===== config.mk =====
export PLATFORM = sky130hd
export DESIGN_NAME = clkdiv50_top
export DESIGN_NICKNAME = d
export VERILOG_FILES = /design/src/rtl/clkdiv_pkg.sv /design/src/rtl/clkdiv_period_ctr.sv /design/src/rtl/clkdiv_fall_gen.sv /design/src/rtl/clkdiv50_top.sv
export SDC_FILE = /design/constraint.sdc
export NUM_CORES = 1
export LEC_CHECK = 0
export BUFFER_PORTS_ARGS = -buffer_cell sky130_fd_sc_hd__buf_2
export CAP_MARGIN = 25
export CORE_ASPECT_RATIO = 1.25
export CORE_MARGIN = 1.5
export CORE_UTILIZATION = 44
export CTS_CLUSTER_DIAMETER = 120
export DETAILED_ROUTE_END_ITERATION = 6
export GPL_TIMING_DRIVEN = 0
export SLEW_MARGIN = 30
export SYNTH_ARGS = -nofsm -noshare
export SYNTH_HDL_FRONTEND = slang
export SYNTH_SLANG_ARGS = --single-unit

===== constraint.sdc =====
create_clock -name clk_in -period 5.2 [get_ports clk_in]
set_clock_uncertainty 0.05 [all_clocks]
set_input_delay 0 -clock clk_in [delete_from_list [all_inputs] [get_ports clk_in]]
set_output_delay 0 -clock clk_in [all_outputs]
set_load 0.02 [all_outputs]

===== src/rtl/clkdiv_pkg.sv =====
package clkdiv_pkg;

  localparam int DEF_SEL_W = 8;

  // Divider operating mode, derived from the captured selector
  typedef enum logic [1:0] {
    DM_PASS = 2'd0,  // selector zero: input routed to output
    DM_EVEN = 2'd1,  // N even: high phase ends on a rising edge
    DM_ODD  = 2'd2   // N odd: high phase ends on a falling edge
  } div_mode_e;

  function automatic div_mode_e mode_of(input logic sel_zero, input logic sel_lsb);
    if (sel_zero)     return DM_PASS;
    else if (sel_lsb) return DM_EVEN;
    else              return DM_ODD;
  endfunction

endpackage


===== src/rtl/clkdiv_period_ctr.sv =====
module clkdiv_period_ctr #(
  parameter int SEL_W = clkdiv_pkg::DEF_SEL_W
) (
  input  logic             clk_in,
  input  logic             rst,
  input  logic [SEL_W-1:0] div_sel,
  output logic [SEL_W-1:0] cnt_q,
  output logic [SEL_W-1:0] sel_act_q,
  output logic             byp_q,
  output logic             tog_rise_q
);

  logic wrap;
  logic sel_in_zero;

  assign wrap        = (cnt_q == sel_act_q);
  assign sel_in_zero = (div_sel == '0);

  // Counter runs 0..P; selector captured only at the period boundary
  always_ff @(posedge clk_in) begin
    if (rst) begin
      cnt_q      <= '0;
      sel_act_q  <= '0;
      byp_q      <= 1'b0;
      tog_rise_q <= 1'b0;
    end else if (wrap) begin
      cnt_q     <= '0;
      sel_act_q <= div_sel;
      byp_q     <= sel_in_zero;
      if (!sel_in_zero)
        tog_rise_q <= ~tog_rise_q;
    end else begin
      cnt_q <= cnt_q + 1'b1;
    end
  end

endmodule


===== src/rtl/clkdiv_fall_gen.sv =====
module clkdiv_fall_gen #(
  parameter int SEL_W = clkdiv_pkg::DEF_SEL_W
) (
  input  logic             clk_in,
  input  logic             rst,
  input  logic [SEL_W-1:0] cnt_q,
  input  logic [SEL_W-1:0] sel_act_q,
  output logic             tog_even_q,
  output logic             tog_odd_q
);
  import clkdiv_pkg::*;

  div_mode_e        mode;
  logic [SEL_W-1:0] mid;
  logic             at_mid;

  assign mode   = mode_of(sel_act_q == '0, sel_act_q[0]);
  assign mid    = sel_act_q >> 1;  // N/2-1 for even N, (N-1)/2 for odd N
  assign at_mid = (cnt_q == mid);

  // Even N: end the high phase on the rising edge that reaches N/2
  always_ff @(posedge clk_in) begin
    if (rst)
      tog_even_q <= 1'b0;
    else if (mode == DM_EVEN && at_mid)
      tog_even_q <= ~tog_even_q;
  end

  // Odd N: end the high phase on the falling edge inside count (N-1)/2
  always_ff @(negedge clk_in) begin
    if (rst)
      tog_odd_q <= 1'b0;
    else if (mode == DM_ODD && at_mid)
      tog_odd_q <= ~tog_odd_q;
  end

endmodule


===== src/rtl/clkdiv50_top.sv =====
module clkdiv50_top #(
  parameter int SEL_W = clkdiv_pkg::DEF_SEL_W
) (
  input  logic             clk_in,
  input  logic             rst,
  input  logic [SEL_W-1:0] div_sel,
  output logic             clk_out
);

  logic [SEL_W-1:0] cnt_q;
  logic [SEL_W-1:0] sel_act_q;
  logic             byp_q;
  logic             tog_rise_q;
  logic             tog_even_q;
  logic             tog_odd_q;
  logic             div_clk;

  clkdiv_period_ctr #(.SEL_W(SEL_W)) u_ctr (
    .clk_in     (clk_in),
    .rst        (rst),
    .div_sel    (div_sel),
    .cnt_q      (cnt_q),
    .sel_act_q  (sel_act_q),
    .byp_q      (byp_q),
    .tog_rise_q (tog_rise_q)
  );

  clkdiv_fall_gen #(.SEL_W(SEL_W)) u_fall (
    .clk_in     (clk_in),
    .rst        (rst),
    .cnt_q      (cnt_q),
    .sel_act_q  (sel_act_q),
    .tog_even_q (tog_even_q),
    .tog_odd_q  (tog_odd_q)
  );

  // Each period flips the rise flop once and exactly one fall flop once
  assign div_clk = tog_rise_q ^ tog_even_q ^ tog_odd_q;
  assign clk_out = byp_q ? clk_in : div_clk;

endmodule


Word level (Yosys, flattened, before mapping)
Index checks and enable logic that the tools add are counted.
W data, S select, Z words.
{"block": "word_totals", "reg_bits": 20, "latchBits": 0, "mem_bits_rw": 0, "romBits": 0, "output_inout_bits": 1, "elab_cells": 26, "n_memories": 0}
{"block": "op_classes", "add_sub_neg": 1, "multipliers": 0, "div": 0, "n_lt_le_gt_ge": 0, "n_eq_ne": 4, "shifts": 0, "n_mux": 3, "bitwise": 6, "reduce_logical": 6}
{"op": "$logic_not A8 Y1", "n": 2}
{"op": "$add A8 B1 Y8 const B", "n": 1}
{"op": "$eq A8 B7 Y1", "n": 1}
{"op": "$eq A8 B8 Y1", "n": 1}
{"op": "$mux W2", "n": 2}
{"op": "$not A1 Y1", "n": 4}
{"op": "$eq A2 B1 Y1 const B", "n": 1}
{"op": "$eq A2 B2 Y1 const B", "n": 1}
{"op": "$logic_and A1 B1 Y1", "n": 2}
{"op": "$reduce_and A2 Y1", "n": 1}
{"op": "$reduce_or A2 Y1", "n": 1}
{"op": "$xor A1 B1 Y1", "n": 2}
{"op": "$mux W1", "n": 1}

Depth between registers and ports, before layout
{"block": "depth", "depth_word": 4, "depth_mapped": 6}

Modules after synthesis
A second synthesis with hierarchy kept.
{"block": "unflattened", "cells_unflattened": 116, "area_unflattened_um2": 1037.2}
{"module": "clkdiv_period_ctr", "n_inst": 1, "cells_each": 91, "area_per_inst_um2": 812.0, "seq_area_each_um2": 360.3}
{"module": "clkdiv_fall_gen", "n_inst": 1, "cells_each": 22, "area_per_inst_um2": 193.9, "seq_area_each_um2": 40.0}
{"module": "clkdiv50_top", "n_inst": 1, "cells_each": 3, "area_per_inst_um2": 31.3, "seq_area_each_um2": 0.0}

==> impl_metrics.json <==
{
  "path_max_fanout": 6,
  "synth_edf_count": 0,
  "grt_pass1_wl_um": 4070,
  "final_nets": 158,
  "ctsHoldBuffers": 8,
  "syn_inst": 121,
  "total_leakage_power_nw": 0.452,
  "yosysWarnings": 0,
  "yosysSeqAreaShare_pct": 38.6,
  "boundaryPins": 11,
  "path_class": "reg2reg",
  "antenna_cells": 0,
  "post_cts_buffers": 0,
  "final_common_cell": "dfxtp_1",
  "design_area_um2": 1260,
  "outcome": "complete, no violations",
  "clk_pin_slew_ns": 0.11,
  "grt_pass1_vias": 961,
  "synth_cell_types": 24,
  "grt_usage_pct": 21.5,
  "dpl_cell_area_um2": 1130,
  "syn_nets": 132,
  "core-area_um2": 2210,
  "cts_tree": "built",
  "firstDrtPassIters": 4,
  "power.total_uw": 712,
  "synth-async-reset-ratio_pct": 0,
  "synth_seq_cells": 20,
  "cp-start-kind": "register",
  "place_ws_ns": 0.645,
  "dieArea_um2": 2660,
  "rsz0062_at_grt": "no",
  "ys_top_cells_by_area": "dfxtp_1, xnor2_1, xor2_1",
  "drtIter0Drc": 15,
  "drc": 0,
  "final.setup.tns_ns": 0,
  "powerDensity_nw_per_um2": 567,
  "die_h_um": 57.3,
  "syn_to_final_growth_pct": 21.0,
  "vdd_ir_drop_max_mv": 0.360,
  "drt-wirelength-per-cell_um": 12.9,
  "post_cts_resize_count": 0,
  "clock_latency_ns": 0.42,
  "synth_ff_type": "dfxtp_1",
  "drv_slew": 0,
  "vias": 930,
  "drt-total-wl_um": 2290,
  "setup_viol": 0,
  "rows": 19,
  "hold_class": "in2reg",
  "drive_above_1_share_pct": 13.7,
  "place.gp.congestion": 0.736,
  "cp-end-kind": "register",
  "port_buffers": 10,
  "setup_ws_ns": 0.694,
  "num-fill-cells": 231,
  "stdcell_count": 177,
  "synth_top_area_share_pct": 38.6,
  "initial_core_util_pct": 47.0,
  "dp.cells": 162,
  "drtAntennaViolNets": 0,
  "yosysTopAreaCell": "dfxtp_1",
  "mostFrequentLayoutCells": "dfxtp_1, xnor2_1, nand3_1",
  "die_x_um": 46.5,
  "finalHoldViolCount": 0,
  "arrival_ns": 2.21,
  "antenna_found_initial": 0,
  "holdWs_ns": 0.0807,
  "netlist_area_um2": 1040,
  "max_slew_margin_pct": 67.4,
  "grt_overflow": 0,
  "avgViaCountPerCell": 5.25,
  "grt_max_degree": 12,
  "final_util_pct": 56.8,
  "cap_violations": 0,
  "synth.avg_cell_area_um2": 8.58,
  "tightest_slew_ns": 0.488,
  "crit_required_ns": 2.91
}
==> power by group <==
| group | internal (mW) | leakage (nW) | switching [mW] |
|---|---|---|---|
| Sequential | 0.190 | 0.163 | 0.0398 |
| Clock | 0.0612 | 0.0413 | 0.0730 |
| Combinational | 0.142 | 0.248 | 0.205 |
==> Yosys cell counts (2+ instances only) <==
library cell  number
dfxtp_1           20
nand3_1           14
xnor2_1           14
a21oi_1           11
o21ai_0           10
clkbuf_1           9
xor2_1             9
nor3_1             8
or4_1              4
nand4_1            3
nor2_1             3
and4_1             2
inv_1              2
o31ai_1            2
==> final cells by class <==
type	instances	area, µm²	share of cell area (%)
multi-input cells	90	597	47.5
repair buffers	17	125	9.96
inverters	1	3.75	0.299
plain buffers	9	33.8	2.69
flip-flops and latches	20	400	31.9
well taps	31	38.8	3.09
clock buffers	7	50.0	3.98
clock inverters	2	7.51	0.598
==> critical path: stages (launching register included) <==
cell	delay, ns
dfxtp_1	0.33
clkbuf_1	0.28
xor2_1	0.11
or4_4	0.45
a2111oi_2	0.27
mux2_2	0.37
==> cells by family after synthesis <==
logic type,after synthesis,share of synthesized area [%]
adder cells (fa/ha/maj),1,1.20
AO/OA/AOI/OAI,24,13.0
XOR/XNOR,23,19.4
flip-flops,20,38.6
buffers and inverters,11,3.98
AND/OR/NAND/NOR,41,22.8
multiplexers,1,1.08
==> state kept, by name, summed over array words and instances, names as in the netlist <==
register           count
u_fall.tog_odd_q       1
u_ctr.tog_rise_q       1
u_ctr.cnt_q            8
u_ctr.byp_q            1
u_ctr.sel_act_q        8
u_fall.tog_even_q      1
==> worst paths after layout <==
check                       from                to  slack [ns]  cells after the start
hold reg to reg      u_ctr.byp_q       u_ctr.byp_q        0.45                      2
setup reg to reg  u_ctr.cnt_q[2]  u_fall.tog_odd_q        0.69                      5
hold / removal               rst  u_ctr.tog_rise_q        0.08                      3
setup / recovery  u_ctr.cnt_q[2]  u_fall.tog_odd_q        0.69                      5
==> layer usage <==
| metal | part of all wire (%) | up-vias | global-route usage (%) |
|---|---|---|---|
| li1 | - | 482 | - |
| met1 | 44 | 425 | 25.2 |
| met2 | 52 | 18 | 34.3 |
| met3 | 2.2 | 5 | 5.38 |
| met4 | 2.0 | 0 | 12.2 |
| met5 | 0 | - | 0 |
Power figures use the tool's default switching activity.
